===== src/rtl/dm_pkg.sv =====
package dm_pkg;
    localparam logic [15:0] DM_ID_VALUE  = 16'hB0C5;
    localparam logic [31:0] DM_MAGIC_BE  = 32'hBEBEBEBE;
    localparam logic [31:0] DM_MAGIC_LE  = 32'h1E1E1E1E;
    localparam int          DM_REG_BITS  = 16;
    localparam int          DM_EN_INDEX  = 4;
    localparam int          DM_EN_DISP   = 0;

    typedef enum logic [1:0] {
        RG_NONE = 2'd0,
        RG_MODE = 2'd1,
        RG_EXT  = 2'd2
    } region_e;

    typedef enum logic {
        RS_IDLE = 1'b0,
        RS_RESP = 1'b1
    } rsp_state_e;
endpackage


===== src/rtl/dm_decode.sv =====
module dm_decode
    import dm_pkg::*;
#(
    parameter int ADDR_W    = 12,
    parameter int PAGE_BITS = 8,
    parameter int MODE_BASE = 'h500,
    parameter int EXT_BASE  = 'h600
) (
    input  logic [ADDR_W-1:0]    addr,
    output region_e              region,
    output logic [PAGE_BITS-2:0] mode_idx,
    output logic [PAGE_BITS-1:0] ext_off
);
    localparam int PG_W = ADDR_W - PAGE_BITS;
    localparam logic [PG_W-1:0] MODE_PG = PG_W'(MODE_BASE >> PAGE_BITS);
    localparam logic [PG_W-1:0] EXT_PG  = PG_W'(EXT_BASE >> PAGE_BITS);

    logic [PG_W-1:0] page;

    assign page     = addr[ADDR_W-1:PAGE_BITS];
    assign mode_idx = addr[PAGE_BITS-1:1];
    assign ext_off  = addr[PAGE_BITS-1:0];

    always_comb begin
        if (page == MODE_PG) begin
            region = RG_MODE;
        end else if (page == EXT_PG) begin
            region = RG_EXT;
        end else begin
            region = RG_NONE;
        end
    end
endmodule


===== src/rtl/dm_mode_file.sv =====
module dm_mode_file
    import dm_pkg::*;
#(
    parameter int NREG      = 10,
    parameter int IDX_W     = 7,
    parameter int MEM_UNITS = 256
) (
    input  logic                  clk,
    input  logic                  rst_n,
    input  logic                  wr_en,
    input  logic [IDX_W-1:0]      idx,
    input  logic [15:0]           wdata,
    output logic [15:0]           rd_val,
    output logic [NREG*16-1:0]    regs_flat
);
    localparam logic [15:0] MEM_VAL = 16'(MEM_UNITS);

    logic [15:0] reg_q [NREG];
    logic [15:0] sel_val;

    for (genvar gi = 0; gi < NREG; gi++) begin : g_reg
        always_ff @(posedge clk) begin
            if (!rst_n) begin
                reg_q[gi] <= '0;
            end else if (wr_en && (int'(idx) == gi)) begin
                reg_q[gi] <= wdata;
            end
        end
        assign regs_flat[gi*16 +: 16] = reg_q[gi];
    end

    always_comb begin
        sel_val = '0;
        for (int i = 0; i < NREG; i++) begin
            if (int'(idx) == i) begin
                sel_val = reg_q[i];
            end
        end
    end

    always_comb begin
        if (idx == '0) begin
            rd_val = DM_ID_VALUE;
        end else if (int'(idx) < NREG) begin
            rd_val = sel_val;
        end else if (int'(idx) == NREG) begin
            rd_val = MEM_VAL;
        end else begin
            rd_val = 16'hFFFF;
        end
    end

    // a write to an index without storage leaves all storage untouched
    p_nostore_write_r5: assert property (@(posedge clk) disable iff (!rst_n)
        (wr_en && (int'(idx) >= NREG)) |=> $stable(regs_flat));
endmodule


===== src/rtl/dm_ext_reg.sv =====
module dm_ext_reg
    import dm_pkg::*;
#(
    parameter int OFF_W     = 8,
    parameter int EXT_SPAN  = 8,
    parameter int OFF_ORDER = 4
) (
    input  logic             clk,
    input  logic             rst_n,
    input  logic             wr_en,
    input  logic [OFF_W-1:0] off,
    input  logic [31:0]      wdata,
    output logic [31:0]      rd_val,
    output logic             big_q
);
    localparam logic [OFF_W-1:0] OFF_SIZE_W  = '0;
    localparam logic [OFF_W-1:0] OFF_ORDER_W = OFF_W'(OFF_ORDER);

    logic order_wr;

    assign order_wr = wr_en && (off == OFF_ORDER_W);

    always_ff @(posedge clk) begin
        if (!rst_n) begin
            big_q <= 1'b0;
        end else if (order_wr && (wdata == DM_MAGIC_BE)) begin
            big_q <= 1'b1;
        end else if (order_wr && (wdata == DM_MAGIC_LE)) begin
            big_q <= 1'b0;
        end
    end

    always_comb begin
        if (off == OFF_SIZE_W) begin
            rd_val = 32'(EXT_SPAN);
        end else if (off == OFF_ORDER_W) begin
            rd_val = big_q ? DM_MAGIC_BE : DM_MAGIC_LE;
        end else begin
            rd_val = '0;
        end
    end

    // non-magic data written to the order word keeps the setting
    p_order_hold_r8: assert property (@(posedge clk) disable iff (!rst_n)
        (order_wr && (wdata != DM_MAGIC_BE) && (wdata != DM_MAGIC_LE))
        |=> $stable(big_q));

    // the big-endian magic value always lands
    p_order_be_r7: assert property (@(posedge clk) disable iff (!rst_n)
        (order_wr && (wdata == DM_MAGIC_BE)) |=> big_q);
endmodule


===== src/rtl/dm_regif.sv =====
module dm_regif
    import dm_pkg::*;
#(
    parameter int ADDR_W     = 12,
    parameter int PAGE_BITS  = 8,
    parameter int MODE_BASE  = 'h500,
    parameter int EXT_BASE   = 'h600,
    parameter int NREG       = 10,
    parameter int VRAM_BYTES = 16 * 1024 * 1024
) (
    input  logic                 clk,
    input  logic                 rst_n,
    input  logic [ADDR_W-1:0]    bus_addr,
    input  logic [31:0]          bus_wdata,
    input  logic                 bus_wr,
    input  logic                 bus_rd,
    output logic [31:0]          bus_rdata,
    output logic                 bus_rvalid,
    output logic [NREG*16-1:0]   mode_regs_o,
    output logic                 display_en_o,
    output logic                 big_endian_o
);
    localparam int IDX_W     = PAGE_BITS - 1;
    localparam int MEM_UNITS = VRAM_BYTES / 65536;

    region_e              region;
    logic [IDX_W-1:0]     mode_idx;
    logic [PAGE_BITS-1:0] ext_off;
    logic [15:0]          mode_rd;
    logic [31:0]          ext_rd;
    logic [31:0]          rd_mux;
    logic                 wr_mode;
    logic                 wr_ext;
    rsp_state_e           state_q;
    rsp_state_e           state_d;
    logic [31:0]          rdata_q;

    dm_decode #(
        .ADDR_W(ADDR_W), .PAGE_BITS(PAGE_BITS),
        .MODE_BASE(MODE_BASE), .EXT_BASE(EXT_BASE)
    ) u_decode (
        .addr(bus_addr), .region(region),
        .mode_idx(mode_idx), .ext_off(ext_off)
    );

    assign wr_mode = bus_wr && (region == RG_MODE);
    assign wr_ext  = bus_wr && (region == RG_EXT);

    dm_mode_file #(
        .NREG(NREG), .IDX_W(IDX_W), .MEM_UNITS(MEM_UNITS)
    ) u_mode (
        .clk(clk), .rst_n(rst_n), .wr_en(wr_mode), .idx(mode_idx),
        .wdata(bus_wdata[15:0]), .rd_val(mode_rd), .regs_flat(mode_regs_o)
    );

    dm_ext_reg #(
        .OFF_W(PAGE_BITS), .EXT_SPAN(8), .OFF_ORDER(4)
    ) u_ext (
        .clk(clk), .rst_n(rst_n), .wr_en(wr_ext), .off(ext_off),
        .wdata(bus_wdata), .rd_val(ext_rd), .big_q(big_endian_o)
    );

    always_comb begin
        case (region)
            RG_MODE: rd_mux = {16'h0000, mode_rd};
            RG_EXT:  rd_mux = ext_rd;
            default: rd_mux = '0;
        endcase
    end

    // response state register
    always_ff @(posedge clk) begin
        if (!rst_n) begin
            state_q <= RS_IDLE;
        end else begin
            state_q <= state_d;
        end
    end

    always_comb begin
        state_d = state_q;
        unique case (state_q)
            RS_IDLE: state_d = bus_rd ? RS_RESP : RS_IDLE;
            RS_RESP: state_d = bus_rd ? RS_RESP : RS_IDLE;
        endcase
    end

    // output process: capture read data with the strobe
    always_ff @(posedge clk) begin
        if (!rst_n) begin
            rdata_q <= '0;
        end else if (bus_rd) begin
            rdata_q <= rd_mux;
        end
    end

    assign bus_rdata    = rdata_q;
    assign bus_rvalid   = (state_q == RS_RESP);
    assign display_en_o = mode_regs_o[DM_EN_INDEX*16 + DM_EN_DISP];

    // a strobe is answered in the next cycle
    p_rvalid_follow_r10: assert property (@(posedge clk) disable iff (!rst_n)
        bus_rd |=> bus_rvalid);
    p_rvalid_quiet_r10: assert property (@(posedge clk) disable iff (!rst_n)
        !bus_rd |=> !bus_rvalid);
    // index 0 always answers with the ID code
    p_id_readback_r2: assert property (@(posedge clk) disable iff (!rst_n)
        (bus_rd && (region == RG_MODE) && (mode_idx == '0))
        |=> (bus_rdata == {16'h0000, DM_ID_VALUE}));
    // index NREG answers with the memory size
    p_memsize_r3: assert property (@(posedge clk) disable iff (!rst_n)
        (bus_rd && (region == RG_MODE) && (int'(mode_idx) == NREG))
        |=> (bus_rdata == 32'(MEM_UNITS)));
    // foreign pages answer zero
    p_foreign_zero_r9: assert property (@(posedge clk) disable iff (!rst_n)
        (bus_rd && (region == RG_NONE)) |=> (bus_rdata == 32'h0));
endmodule


===== config.mk =====
export PLATFORM = sky130hd
export DESIGN_NAME = dm_regif
export DESIGN_NICKNAME = d
export VERILOG_FILES = /design/src/rtl/dm_pkg.sv /design/src/rtl/dm_decode.sv /design/src/rtl/dm_mode_file.sv /design/src/rtl/dm_ext_reg.sv /design/src/rtl/dm_regif.sv
export SDC_FILE = /design/constraint.sdc
export NUM_CORES = 1
export LEC_CHECK = 0
export BUFFER_PORTS_ARGS = -buffer_cell sky130_fd_sc_hd__buf_2
export CAP_MARGIN = 20
export CORE_MARGIN = 5
export CORE_UTILIZATION = 43
export CTS_BUF_LIST = sky130_fd_sc_hd__clkbuf_8
export DETAILED_ROUTE_END_ITERATION = 12
export GPL_ROUTABILITY_DRIVEN = 1
export HOLD_SLACK_MARGIN = 0.03
export PLACE_DENSITY = 0.74
export SKIP_CTS_REPAIR_TIMING = 1
export SYNTH_ARGS = -nofsm -noshare
export SYNTH_HDL_FRONTEND = slang
export SYNTH_SLANG_ARGS = --single-unit

===== constraint.sdc =====
create_clock -name clk -period 5.5 [get_ports clk]
set_input_delay 0.55 -clock clk [delete_from_list [all_inputs] [get_ports clk]]
set_output_delay 0.55 -clock clk [all_outputs]
set_load 0.1 [all_outputs]

==> results of run 1 <==
Yosys cell counts (4+ instances only):
| cell type | count | area (um2) |
|---|---|---|
| a21oi_1 | 24 | 120 |
| a221oi_1 | 4 | 35.0 |
| a22oi_1 | 4 | 30.0 |
| a31oi_1 | 7 | 43.8 |
| and2_1 | 163 | 1020 |
| buf_2 | 13 | 65.1 |
| buf_4 | 19 | 143 |
| clkbuf_1 | 33 | 124 |
| dfxtp_1 | 20 | 400 |
| edfxtp_1 | 160 | 4800 |
| inv_1 | 8 | 30.0 |
| mux2_2 | 9 | 101 |
| mux2i_1 | 12 | 120 |
| mux4_2 | 13 | 293 |
| nand2_1 | 30 | 113 |
| nand2b_1 | 11 | 68.8 |
| nand3_1 | 15 | 75.1 |
| nand4_1 | 4 | 25.0 |
| nor2_1 | 21 | 78.8 |
| nor2b_1 | 8 | 50.1 |
| nor3_1 | 10 | 50.1 |
| nor4_1 | 5 | 31.3 |
| o211ai_1 | 12 | 90.1 |
| o21ai_0 | 41 | 205 |
| o22ai_1 | 8 | 50.1 |
| or3_1 | 4 | 25.0 |
area by class of cell:
type	instances	area [um2]
Timing Repair Buffer	255	1320
Sequential cell	180	5200
Clock buffer	17	234
Tap cell	270	338
Clock inverter	15	136
Fill cell	1798	9690
Inverter	8	30.0
Multi-Input combinational cell	463	3160
worst paths after layout:
kind	end	cells past startpoint
setup / recovery	u_mode.reg_q[3][23]	5
hold reg to reg	bus_rdata[5]	2
setup reg to reg	bus_rdata[12]	5
hold / removal	bus_rvalid	3
worst register-to-register path, stage by stage, from the launching register on:
cell       delay, ns
edfxtp_1        0.42
mux4_2          0.51
nor2_1          0.11
a2111oi_0       0.09
or4_1           0.49
and3_1          0.18
metrics by stage:
stage	utilization	worst slack [ns]
2_1_floorplan	-	2.31
3_5_place_dp	0.500	2.21
4_1_cts	0.518	2.73
5_1_grt	0.518	2.59
3_3_place_gp	0.499	2.21
6_report	0.518	2.66
power groups by stage:
stage	combinational, mW	sequential [mW]	clock, mW
after detailed placement	0.760	1.63	0
after global routing	0.780	1.60	0.931
after CTS	0.761	1.60	0.872
after floorplan	0.141	2.08	0
final	0.761	1.60	0.870
after global placement	0.758	1.63	0
sequential cells by signal, indices dropped and copies added (netlist names):
register	flops
bus_rvalid	1
bus_rdata	18
u_mode.reg_q	160
u_ext.big_q	1
per-layer routing:
metal	share of wire	wire length, um	global-route usage
met2	0.48	14100	0.400
met3	0.089	2600	0.0594
met1	0.39	11300	0.316
met4	0.039	1130	0.100
met5	0	0	0
logic make-up after synthesis:
kind of cell	after synthesis	synth area share
simple gates	296	0.203
flops	180	0.596
compound gates	128	0.0956
buf+inv	77	0.0450
mux	34	0.0589
xor+xnor	1	0.00100
other cells	1	0.000430
==> summary.md, run 1 <==
| Metric | Value |
|---|---|
| Area growth syn-to-layout | 19.4% |
| Setup violators final | 0 |
| Final hold slack | 0.447 ns |
| Reg2Reg Setup Slack | 3.60 ns |
| Sw frac | 0.384 |
| Vias per std cell | 5.67 |
| Mean area per synthesized cell | 12.2 um2 |
| Chip width | 152 um |
| Synth Instances | 717 |
| Routed Antenna Nets | 0 |
| Netlist cell types | 62 |
| DR pass1 iterations | 5 |
| Fin area | 0.0104 mm2 |
| Crit-path max FO | 15 |
| Finished Layout Cells | 1208 |
| Final wirelength | 29.1 mm |
| Number of I/O pins | 243 |
| Pwr Total | 3.23 mW |
| Clock root buffer | clkbuf_8 |
| Post-synthesis sequential area ratio | 0.596 |
| Crit start category | input port |
| Nets | 973 |
| Critical path arrival | 3.03 ns |
| Clk pwr share | 0.269 |
| Post-synth EDFFs | 160 |
| Drt drc | 0 |
| Placed inst area | 0.0100 mm2 |
| Hold Path Origin | bus_rd |
| Data required, critical path | 5.68 ns |
| Internal power | 1.99 mW |
| CP endpoint kind | register |
| Most frequent cells in the layout | 238 x buf_2, 163 x and2_1, 160 x edfxtp_1 |
| Die Y | 152 um |
| Slew Viols, Final | 0 |
| Total number of vias | 6844 |
| Fin. Hold Viols | 0 |
| Static Leak | 4.10 nW |
| Ys Warns | 0 |
| Unrepaired setup endpoints after global routing | false |
| Number of max-cap violations | 0 |
| Seq pwr share | 0.495 |
| Critical path's most frequent cell | or3_1 |
| Pin count of the biggest net entering global routing | 33 |
| Slowest CP cell | o21ai_1 |
| Max stage delay on crit path | 0.70 ns |
| Die area | 0.0232 mm2 |
| Inst Count DP | 1176 |
| NetSw | 1.24 mW |
| Period utilization | 0.517 |
| Family with the most delay on the worst path | simple AND/OR/NAND/NOR gates |
| Actual slew at the worst max-slew pin | 1.08 ns |
| Global-route wire length before repair | 43.2 mm |
| Clk_lat worst skew | 0.48 ns |
| Gr usage total | 0.245 |
| Cell Area, Synth | 0.00873 mm2 |
| Core Box Area | 0.0201 mm2 |
| Pwr Density | 310 mW/mm2 |
| Cell Rows | 52 |
| Predominant post-synthesis flop cell | edfxtp_1 |
| Gate power share | 0.236 |
| Remaining Overflow, GRT | 0 |
| Fmax achieved | 0.352 GHz |
| Clock buffer depth | 2 |
| Initial core utilization | 0.434 |
| Vias in the first global route | 6797 |
| CTS clk-pin slew, worst paths | 0.11 ns |
| Worst Setup SP | bus_addr[6] |
| Async S/R FF share, synth | 0 |
| Min cycle time layout | 2.84 ns |
| Min-Delay Path Class | input port to register |
| Crit path buf inv count | 2 |
| #FFs+latches synth | 180 |
| CP Class | input port to register |
| Worst vdd ir | 0.141 mV |
| Antenna violations before repair | 0 |
| FF-to-FF Start | u_mode.reg_q[1][28] |
| Port Buf Inserts | 238 |
| Worst path cell trace | buf_2 > or3_1 > or3_1 > o21ai_1 > buf_4 |
| Clk_skew | 0.0124 ns |
| Layout cell share with drive strength beyond 1 | 0.346 |
| Post-Route Setup TNS | 0 ns |
| Sink Count | 180 |
| Outcome | finished, final reports clean |
| WL per Instance | 24.1 um |
| CTS tree | yes |
| Most common cell after layout, fill and taps aside | buf_2 |
| Max-slew headroom | 0.277 |
| Hpwl dp | 21.9 mm |
| Gpl congestion | 0.930 |
| Antenna cell count | 0 |
| DR iter-0 viols | 784 |
| CTS buffer count | 17 |
| H-tree Lvls | 4 |
No activity file was read; power rests on OpenSTA's default activity.
==> run 2, diff against run 1 <==
ABC_AREA = 1   (was default)
PLACE_DENSITY = 0.77   (was 0.74)
clock period = 2.5 ns   (was 5.5 ns; I/O delays follow)
==> run 2 against run 1 <==
Against the previous run:
- clock-buffer cell count did not move
- non-clock buffer count rose by 11
- combinational power rose by 110%
- first-iteration DRC count rose by 0.38%
- synthesized area fell by 3.1%
- final area fell by 1.6%
- final cell count rose by 16%
- synthesized cell count rose by 24%
- routed wire length fell by 8.9%
- critical path type unchanged
==> summary.md, run 2 <==
| Metric | Value |
|---|---|
| Fin. Hold Viols | 0 (unchanged) |
| Reg2Reg Setup Slack | 0.91 ns (was 3.60 ns) |
| NetSw | 2.54 mW (was 1.24 mW) |
| Initial core utilization | 0.436 (was 0.434) |
| Count leader, synth | nor2_1 (was and2_1) |
| Period utilization | 0.694 |
| Nets | 1172 (was 973) |
| Die Y | 150 um (was 152 um) |
| Main area contributors after synthesis | edfxtp_1 57%, nor2_1 9.5%, nand2_1 9.1% (was edfxtp_1 55%, and2_1 12%, dfxtp_1 4.6%) |
| Seq pwr share | 0.499 (was 0.495) |
| CP endpoint kind | register (unchanged) |
| CTS buffer count | 17 (unchanged) |
| Core Box Area | 0.0194 mm2 (was 0.0201 mm2) |
| Actual slew at the worst max-slew pin | 0.643 ns (was 1.08 ns) |
| Total number of vias | 7148 (was 6844) |
| Fin worst setup slack | 0.764 ns (was 2.66 ns) |
| Most frequent cells in the layout | 238 x buf_2, 215 x nor2_1, 206 x nand2_1 (was 238 x buf_2, 163 x and2_1, 160 x edfxtp_1) |
| Number of max-cap violations | 0 (unchanged) |
| Number of I/O pins | 243 (unchanged) |
| Slew Viols, Final | 0 (unchanged) |
| Largest area contributor in the netlist | edfxtp_1 (unchanged) |
| Pre-CTS WS | 0.288 ns (was 2.21 ns) |
| Cell Rows | 51 (was 52) |
| Antenna violations before repair | 0 (unchanged) |
| Clk_lat worst skew | 0.47 ns (was 0.48 ns) |
| Sw frac | 0.363 (was 0.384) |
| Gate power share | 0.228 (was 0.236) |
| Global-route wire length before repair | 39.2 mm (was 43.2 mm) |
| Outcome | finished, final reports clean (unchanged) |
| Post-synth top area share | 0.568 (was 0.550) |
| Synth Instances | 888 (was 717) |
| Cell Area, Synth | 0.00846 mm2 (was 0.00873 mm2) |
| Unrepaired setup endpoints after global routing | false (unchanged) |
| Clk pwr share | 0.273 (was 0.269) |
| Critical path arrival | 1.91 ns (was 3.03 ns) |
| Fin area | 0.0103 mm2 (was 0.0104 mm2) |
| Layout cell share with drive strength beyond 1 | 0.307 (was 0.346) |
| Max-slew headroom | 0.569 (was 0.277) |
| Sink Count | 180 (unchanged) |
| Min-Delay Path Class | input port to register (unchanged) |
| DR iter-0 viols | 787 (was 784) |
| Hold Path Origin | bus_rd (unchanged) |
| Clock root buffer | clkbuf_8 (unchanged) |
| Antenna cell count | 0 (unchanged) |
| Number of flip-flops in the largest register | 160 (unchanged) |
| CTS tree | yes (unchanged) |
| Min cycle time layout | 1.74 ns |
| Area growth syn-to-layout | 21.2% (was 19.4%) |
| Data required, critical path | 2.67 ns (was 5.68 ns) |
| Clk_skew | 0.00802 ns (was 0.0124 ns) |
| Pin count of the biggest net entering global routing | 23 (was 33) |
| Static Leak | 4.48 nW (was 4.10 nW) |
| Vias per std cell | 5.10 (was 5.67) |
| Worst Setup SP | bus_addr[11] (was bus_addr[6]) |
| Worst vdd ir | 0.354 mV (was 0.141 mV) |
| Post-synthesis sequential area ratio | 0.615 (was 0.596) |
| Clock buffer depth | 2 (unchanged) |
| Final wirelength | 26.5 mm (was 29.1 mm) |
| Gr usage total | 0.232 (was 0.245) |
| Chip width | 150 um (was 152 um) |
| Predominant post-synthesis flop cell | edfxtp_1 (unchanged) |
| Crit start category | input port (unchanged) |
| Netlist cell types | 38 (was 62) |
| Async S/R FF share, synth | 0 (unchanged) |
| Drt drc | 0 (unchanged) |
| CP Class | input port to register (unchanged) |
| Port Buf Inserts | 238 (unchanged) |
| Post-synth EDFFs | 160 (unchanged) |
| H-tree Lvls | 4 (unchanged) |
| Ys Warns | 0 (unchanged) |
| Fmax achieved | 0.576 GHz |
| Post-Route Setup TNS | 0 ns (unchanged) |
| CTS clk-pin slew, worst paths | 0.09 ns (was 0.11 ns) |
| FF-to-FF Start | u_mode.reg_q[1][10] (was u_mode.reg_q[1][28]) |
| #FFs+latches synth | 180 (unchanged) |
| Setup violators final | 0 (unchanged) |
| Gpl congestion | 0.860 (was 0.930) |
| Largest register by flop count | u_mode.reg_q (unchanged) |
| Pwr Density | 682 mW/mm2 (was 310 mW/mm2) |
| Internal power | 4.45 mW (was 1.99 mW) |
| Mean area per synthesized cell | 9.53 um2 (was 12.2 um2) |
| Placed inst area | 0.00988 mm2 (was 0.0100 mm2) |
| Hpwl dp | 20.8 mm (was 21.9 mm) |
| WL per Instance | 18.9 um (was 24.1 um) |
| Remaining Overflow, GRT | 0 (unchanged) |
| DR pass1 iterations | 6 (was 5) |
| Most frequent cells after synthesis | 215 x nor2_1, 206 x nand2_1, 160 x edfxtp_1, 62 x inv_1, 46 x nand3_1 (was 163 x and2_1, 160 x edfxtp_1, 41 x o21ai_0, 33 x clkbuf_1, 30 x nand2_1) |
| Routed Antenna Nets | 0 (unchanged) |
| Die area | 0.0226 mm2 (was 0.0232 mm2) |
| Crit-path max FO | 12 (was 15) |
| Most common cell after layout, fill and taps aside | buf_2 (unchanged) |
| Vias in the first global route | 6907 (was 6797) |
-- run 2: cell count changes after synthesis, sizes merged, moves of 11 or more --
cell	change
nor2	+207
nand2	+187
and2	-163
inv	+67
nand3	+38
o21ai	-29
nand4	+23
clkbuf	-20
a21oi	-13
mux4	-13
mux2i	-12
o211ai	-12
nand2b	-11
-- run 2: metrics by stage --
stage,hold slack (ns),utilization,cells,total power [mW]
final,0.0521,0.529,1402,6.99
after global routing,0.0516,0.529,1402,7.18
after CTS,0.0260,0.529,1402,7.00
after detailed placement,0.433,0.509,1370,5.15
after global placement,0.435,0.509,1370,5.14
after floorplan,0.345,-,891,4.84
-- run 2: final cells by class --
class,instances,area (um2)
fill,1757,9140
sequential,180,5200
multi-input combinational,578,2640
timing repair buffer,266,1400
tap,265,332
inverter,81,307
clock buffer,17,234
clock inverter,15,139
-- run 2: kinds of logic (layout without fill, tap and decap cells) --
| kind of cell | count (synthesis) | count (layout) | synth area share |
|---|---|---|---|
| and+or+nand+nor | 549 | 549 | 0.294 |
| DFF | 180 | 180 | 0.615 |
| buffers and inverters | 133 | 379 | 0.0745 |
| AOI/OAI and AO/OA | 25 | 25 | 0.0163 |
| other | 1 | 4 | 0.000443 |
-- run 2: layer usage --
metal | share of wire | track usage | vias to the layer above
met1 | 0.38 | 0.289 | 3390
met3 | 0.10 | 0.0677 | 47
met4 | 0.026 | 0.0764 | 0
met2 | 0.49 | 0.389 | 355
li1 | - | - | 3356
met5 | 0 | 0 | -
-- run 2: path summary, 6_finish.rpt --
kind                              to  cells past startpoint
setup reg to reg       bus_rdata[10]                     10
setup / recovery  u_mode.reg_q[4][1]                      9
hold reg to reg        bus_rdata[11]                      2
hold / removal         bus_rdata[28]                      2
-- run 2: worst max-delay path: stages --
cell     delay (ns)
buf_2          0.09
nor2_1         0.15
inv_2          0.06
nor3_4         0.21
inv_2          0.14
nor2_4         0.29
inv_1          0.22
o21ai_1        0.23
buf_4          0.25
-- run 2: power groups by stage --
stage	combinational (mW)	clock, mW	sequential [mW]
after floorplan	0.258	0	4.58
after global placement	1.59	0	3.55
after detailed placement	1.59	0	3.56
after CTS	1.60	1.92	3.49
after global routing	1.63	2.04	3.50
final	1.59	1.91	3.49
